## config.mk

```make
export PLATFORM = sky130hd
export DESIGN_NAME = acc_alu
export DESIGN_NICKNAME = d
export VERILOG_FILES = /design/src/rtl/acc_alu.sv
export SDC_FILE = /design/constraint.sdc
export NUM_CORES = 1
export LEC_CHECK = 0
export ABC_AREA = 1
export BUFFER_PORTS_ARGS = -buffer_cell sky130_fd_sc_hd__buf_2
export CORE_AREA = 2 2 61 63
export CTS_BUF_LIST = sky130_fd_sc_hd__clkbuf_8
export CTS_CLUSTER_SIZE = 24
export DETAILED_ROUTE_END_ITERATION = 10
export DIE_AREA = 0 0 63 65
export GPL_TIMING_DRIVEN = 0
export PLACE_DENSITY = 0.76
export SLEW_MARGIN = 20
export SYNTH_ARGS = -nofsm -noshare
export SYNTH_HDL_FRONTEND = slang
export SYNTH_SLANG_ARGS = --single-unit
```

## constraint.sdc

```tcl
create_clock -name clk -period 2.1 [get_ports clk]
set_clock_uncertainty 0.15 [all_clocks]
set_input_delay 0.42 -clock clk [delete_from_list [all_inputs] [get_ports clk]]
set_output_delay 0.42 -clock clk [all_outputs]
set_load 0.01 [all_outputs]
```

## src/rtl/acc_alu.sv

```systemverilog
module acc_alu #(
  parameter int W = 8
) (
  input  logic         clk,
  input  logic         rst_n,
  input  logic [3:0]   op,
  input  logic [W-1:0] mem_byte,
  input  logic         wr_en,
  output logic [W-1:0] acc,
  output logic         flag,
  output logic         zero
);
  localparam logic [3:0] OP_ADD  = 4'd0;
  localparam logic [3:0] OP_ADC  = 4'd1;
  localparam logic [3:0] OP_SUBM = 4'd2;
  localparam logic [3:0] OP_SUBD = 4'd3;
  localparam logic [3:0] OP_SBM  = 4'd4;
  localparam logic [3:0] OP_SBD  = 4'd5;
  localparam logic [3:0] OP_AND  = 4'd6;
  localparam logic [3:0] OP_OR   = 4'd7;
  localparam logic [3:0] OP_XOR  = 4'd8;
  localparam logic [3:0] OP_SHR  = 4'd9;

  logic [W-1:0] opa, opb, nxt_d;
  logic         cin, nxt_f, upd;
  logic [W:0]   sum;

  always_comb begin
    opa = acc;
    opb = mem_byte;
    cin = 1'b0;
    case (op)
      OP_ADC:  cin = flag;
      OP_SUBM: begin opa = mem_byte; opb = ~acc;     cin = 1'b1; end
      OP_SUBD: begin opa = acc;      opb = ~mem_byte; cin = 1'b1; end
      OP_SBM:  begin opa = mem_byte; opb = ~acc;     cin = flag; end
      OP_SBD:  begin opa = acc;      opb = ~mem_byte; cin = flag; end
      default: ;
    endcase
  end

  assign sum = {1'b0, opa} + {1'b0, opb} + {{W{1'b0}}, cin};

  always_comb begin
    nxt_d = acc;
    nxt_f = flag;
    upd   = 1'b1;
    case (op)
      OP_ADD, OP_ADC, OP_SUBM, OP_SUBD, OP_SBM, OP_SBD: begin
        nxt_d = sum[W-1:0];
        nxt_f = sum[W];
      end
      OP_AND:  nxt_d = acc & mem_byte;
      OP_OR:   nxt_d = acc | mem_byte;
      OP_XOR:  nxt_d = acc ^ mem_byte;
      OP_SHR:  begin nxt_d = {1'b0, acc[W-1:1]}; nxt_f = acc[0]; end
      default: upd = 1'b0;
    endcase
  end

  always_ff @(posedge clk or negedge rst_n) begin
    if (!rst_n) begin
      acc  <= '0;
      flag <= 1'b0;
    end else if (wr_en && upd) begin
      acc  <= nxt_d;
      flag <= nxt_f;
    end
  end

  assign zero = (acc == '0);
endmodule


```

======== Yosys cells after proc, flatten, opt, wreduce, memory -nomap -nowiden ========
Index checks and enable logic that the tools add are counted.
word-level totals
  word-level logic and storage cells ...... 37
  output and inout port bits .............. 10
  input port bits ......................... 15
  bits in registers ....................... 9
operators by class
  bitwise logic cells ..................... 5
  mux-type cells .......................... 6
  add/sub/neg operators ................... 2
  eq/ne operators ......................... 9
  reduce and logical (&&, ||, !) cells .... 13
operators with widths
  cell                                           number
  one-hot mux 8 bit (5 select lines)             1
  == test 4 x 3 -> 1 bit, second input constant  4
  inverter 8 bit                                 2
  one-hot mux 8 bit (2 select lines)             1
  OR reduction 10 bit                            1
  adder 8 x 8 -> 9 bit                           1
  adder 9 x 1 -> 9 bit                           1
  bitwise AND 8 bit                              1
  == test 4 x 2 -> 1 bit, second input constant  2
  == test 4 bit, second input constant           2
  logical NOT 8 bit                              1
  2-to-1 mux 8 bit                               1
  OR 8 bit                                       1
  bitwise XOR 8 bit                              1
  OR reduction 2 bit                             3
  OR reduction 6 bit                             1
  nonzero test 5 bit                             1
  == test 4 x 1 -> 1 bit, second input constant  1
  logical NOT 4 bit                              1
  one-hot mux 1 bit (2 select lines)             2
  AND reduction 2 bit                            2
  OR reduction 3 bit                             1
  nonzero test 2 bit                             1
  logical AND 1 bit                              1
  2-to-1 mux 1 bit                               1

======== Depth between registers and ports, before layout ========
  word-level depth ........................ 6
  mapped depth ............................ 20

======== Least setup slack after synthesis ========
No wires, ideal clock.
  path type ............................... input -> register
  start point ............................. in op[2]
  end point ............................... reg flag
  slack ................................... -475 ps
  arrival time ............................ 2309 ps
  cell stages on the path ................. 19
  library setup time ...................... 116 ps
  cells stage by stage .................... inv_2 -> nand3_2 -> nand2_8 -> nand2_8 -> buf_12 -> nand2_1 -> o21ai_2 -> fa_1 -> inv_1 -> fa_1 -> inv_1 -> nand2_1 -> nand2_1 -> nand3_1 -> nand2_1 -> nand3_1 -> nand3_1 -> nand2_1 -> nand2_1
on the way
  cells in the longest elaborated chain, start to end .. 6
  elaborated cells on any way between the ends .. 26
  classes of those cells .................. add/sub (2); eq/ne (9); mux (5); reduce/logical (10)
RTL lines
  element                                                                        RTL line  source
  from (decl)                                                                    6         input logic [3:0] op,
  == test 4 x 2 -> 1 bit / == test 4 x 3 -> 1 bit (equally long branches)        32, 48
  OR reduction 2 bit (no source line)                                            -
  one-hot mux 8 bit (2 select lines) / 2-to-1 mux 8 bit (equally long branches)  32        case (op)
  adder 8 x 8 -> 9 bit                                                           42        assign sum = {1'b0, opa} + {1'b0, opb} + {{W{1'b0}}, cin};
  adder 9 x 1 -> 9 bit                                                           42
  one-hot mux 1 bit (2 select lines)                                             48        case (op)
  to (signal assigned)                                                           67        flag <= nxt_f;
  to (decl)                                                                      10        output logic flag,
Several ways; a longest one is shown, not always the timed one.
A chain may end at the register's enable or synchronous reset.

======== Worst setup path in the final report ========
  start point ............................. in op[3]
  end point ............................... reg acc[2]
on the way
  cells in the longest elaborated chain, start to end .. 6
  elaborated cells on any way between the ends .. 26
  classes of those cells .................. add/sub (2); eq/ne (9); mux (5); reduce/logical (10)
RTL lines
  element                                                                        RTL line  source
  == test 4 x 2 -> 1 bit / == test 4 x 3 -> 1 bit (equally long branches)        32, 48
  OR reduction 2 bit (no source line)                                            -
  one-hot mux 8 bit (2 select lines) / 2-to-1 mux 8 bit (equally long branches)  32
  adder 8 x 8 -> 9 bit                                                           42
  adder 9 x 1 -> 9 bit                                                           42
  one-hot mux 8 bit (5 select lines)                                             48
  to (signal assigned)                                                           66        acc <= nxt_d;
  to (decl)                                                                      9         output logic [W-1:0] acc,
Several ways; a longest one is shown, not always the timed one.

==> impl_metrics.yaml <==
run_status:
  run_status: "complete, but fails checks"
  violations: "negative setup slack"
route:
  wl_per_cell_um: 14.7
  drt_wl_total_mm: 5.37
  via_count: 1931
  vias_per_cell: 5.29
  initialDrtViolationCount: 171
  ant_nets: 0
  first_pass_iters: 4
  route.detailed.drc: 0
final_layout:
  instances_no_fill: 365
  final_nets: 358
  area_growth_pct: 43.1
  postLayoutCoreUtil: 0.723
  layout_common_cells: "70 x nand2_1, 35 x inv_1, 21 x buf_2"
  drive_above_1_share: 0.438
  diodes: 0
  layout_commonest_cell: "nand2_1"
clock_network:
  cts_buffer_depth: 2
  clkLatencyLatePin_ps: 240
  clock_sinks: 9
  cts_root_buffer: "clkbuf_8"
  cts_tree: "built"
  cts_max_level: 1
  cts.reportedPaths.clkPinSlew_ps: 60
  numCtsBuffers: 3
critical_path:
  critPathKind: "in -> reg"
  cp-startpoint: "op[3]"
  path_max_fanout: 5
  worstPathBufferInverterCount: 5
  crit_required_ps: 2140
  rr_startpoint: "acc[0]"
  cp.arrival_ps: 2450
  cp_cell_sequence: "buf_12 -> nor2_8 -> nand2_4 -> nand2_8 -> nand2_8 -> buf_12 -> o21ai_4 -> fa_2 -> inv_2 -> fa_2 -> buf_4 -> buf_6 -> xor2_2 -> a21oi_1 -> nand2_1 -> nand2_1"
  crit_path_top_delay_cell: "fa_2"
  critPathLaunchType: "primary input"
  cp_top_family: "adder cells"
  cp_slowest_stage_delay_ps: 350
  cp-end-kind: "register"
power:
  leakage_nw: 1.31
  p_sw_frac: 0.506
  p_seq_frac: 0.171
  power_switching_mw: 1.14
  p_int_mw: 1.11
  clockPowerShare: 0.098
  power.density_nw_per_um2: 891
  vdd_drop_max_v: 0.000576
  p_comb_frac: 0.731
yosys:
  synth_nets: 305
  yosys-top-cells-area: "nand2_1 17%, ha_1 16%, dfrtp_1 13%"
  yosysTopAreaCell: "nand2_1"
  netlist_instances: 265
  synth.avg_cell_area_um2: 6.67
  synth-seq-cells: 9
  synth_top_area_share: 0.174
  ys_types: 34
  ys_seq_area_frac: 0.127
  synthesis.area_um2: 1770
  ys_warn_count: 0
grt:
  grt_first_pass_wirelength_mm: 8.38
  antenna_found_initial: 0
  grt_max_degree: 11
  grt.total_usage: 0.260
  grt-ovfl-total: 0
  grt_pass1_vias: 1844
placement:
  dp_slack_ps: -965
  dp.cells: 337
  io_buffers: 24
  hpwl_mm: 3.40
  gp_congestion: 0.887
die:
  dieHeight_um: 65
  pin_count: 25
  die_area_um2: 4100
  core_area_um2: 3500
  rows: 22
  die_x_um: 63
  initial_core_util: 0.505
sta:
  max_freq_ghz: 0.414
  slew_violations: 0
  setup-violations-final: 8
  tns_ps: -1750
  fin_crit_ps: 2420
  finalWorstSetupSlack_ps: -318
  rsz0062_at_grt: "true"
  tightestPinTransition_ps: 394
  period_share: 1.15
  hold_viol: 0
  slew_headroom: 0.736
min_path:
  worstHoldPathType: "reg -> reg"
  holdCritStartpoint: "flag"
flow_run:
  maxCapViolCount: 0
[final timing paths]
kind / end / slack, ps / cells after the start
setup / recovery: acc[2] / -320 / 16
hold / removal: flag / 360 / 2
setup reg to reg: acc[2] / -280 / 12
hold reg to reg: flag / 360 / 2
max in group asynchronous: acc[0] / 1110 / 2
min in group asynchronous: flag / 450 / 2
[logic make-up (layout without fill, tap and decap cells)]
family / count (synthesis) / count (layout) / share of synthesized area
xor gates and xnor gates: 2 / 2 / 0.00992
buffers and inverters: 51 / 103 / 0.125
AOI/OAI and AO/OA: 42 / 42 / 0.185
adders and majority gates: 25 / 25 / 0.186
DFF: 9 / 9 / 0.127
and+or+nand+nor: 136 / 136 / 0.368
[registers in the layout (all words and copies together) (netlist names)]
signal  count
acc         8
flag        1
[worst reg2reg max path: stages (launching register included)]
cell,delay [ps]
dfrtp_2,450
inv_1,150
o22ai_2,120
a21oi_4,140
fa_2,250
inv_2,50
fa_2,350
buf_4,140
buf_6,110
xor2_2,130
a21oi_1,160
nand2_1,70
nand2_1,60
[power by group through the flow]
| stage | Sequential, mW | Clock [mW] | Combinational (mW) |
|---|---|---|---|
| 3_3_place_gp | 0.374 | 0 | 1.16 |
| 4_1_cts | 0.377 | 0.221 | 1.35 |
| 2_1_floorplan | 0.389 | 0 | 0.869 |
| 3_5_place_dp | 0.376 | 0 | 1.19 |
| 6_report | 0.385 | 0.221 | 1.65 |
| 5_1_grt | 0.401 | 0.229 | 1.84 |
[area by class of cell]
| type | instances | area (um2) |
|---|---|---|
| Clock inverter | 1 | 3.75 |
| Tap cell | 48 | 60.1 |
| Buffer | 2 | 40.0 |
| Fill cell | 274 | 967 |
| Multi-Input combinational cell | 205 | 1580 |
| Sequential cell | 9 | 226 |
| Timing Repair Buffer | 48 | 368 |
| Clock buffer | 3 | 41.3 |
| Inverter | 49 | 211 |
[routing by layer]
layer | routed length (um) | share of wire | track usage
met2 | 2800 | 0.52 | 0.467
met4 | 99 | 0.018 | 0.0972
met5 | 0 | 0 | 0
met1 | 2190 | 0.41 | 0.314
met3 | 273 | 0.051 | 0.0347
[per-stage QoR]
step	area, um2	power (mW)	hold slack, ps
after floorplan	1810	1.26	-25.6
after global placement	1990	1.53	163
after detailed placement	1990	1.57	162
after CTS	2280	1.95	360
after global routing	2530	2.47	389
final	2530	2.25	357
[Yosys cell counts]
cell / number
nand3_1: 18
clkinv_4: 1
nor3_1: 3
nor2_8: 1
o22ai_1: 2
xnor2_1: 1
buf_6: 1
o21ai_1: 2
nand2_8: 2
nor2_4: 1
xor2_1: 1
dfrtp_1: 9
a21oi_2: 4
or2_2: 2
nand2_2: 3
a21oi_1: 10
o221ai_2: 3
inv_2: 12
ha_1: 23
nand2_4: 2
nor2_1: 13
o22ai_2: 3
fa_1: 2
o21ai_2: 11
nand2_1: 82
nand3_2: 1
inv_1: 36
o21ai_0: 5
nand4_1: 5
a21o_1: 1
buf_12: 1
nor2_2: 1
nand3b_1: 2
a21boi_0: 1
[repair_timing]
action / 4_1_cts / 5_1_grt
setup endpoints to repair: 9 / 8
pin swaps: 11 / 12
setup buffers: 10 / 13
endpoints found under the hold margin: 9 / 0
hold buffers: 1 / 0
resized for setup: 29 / 33
Power figures use the tool's default switching activity.
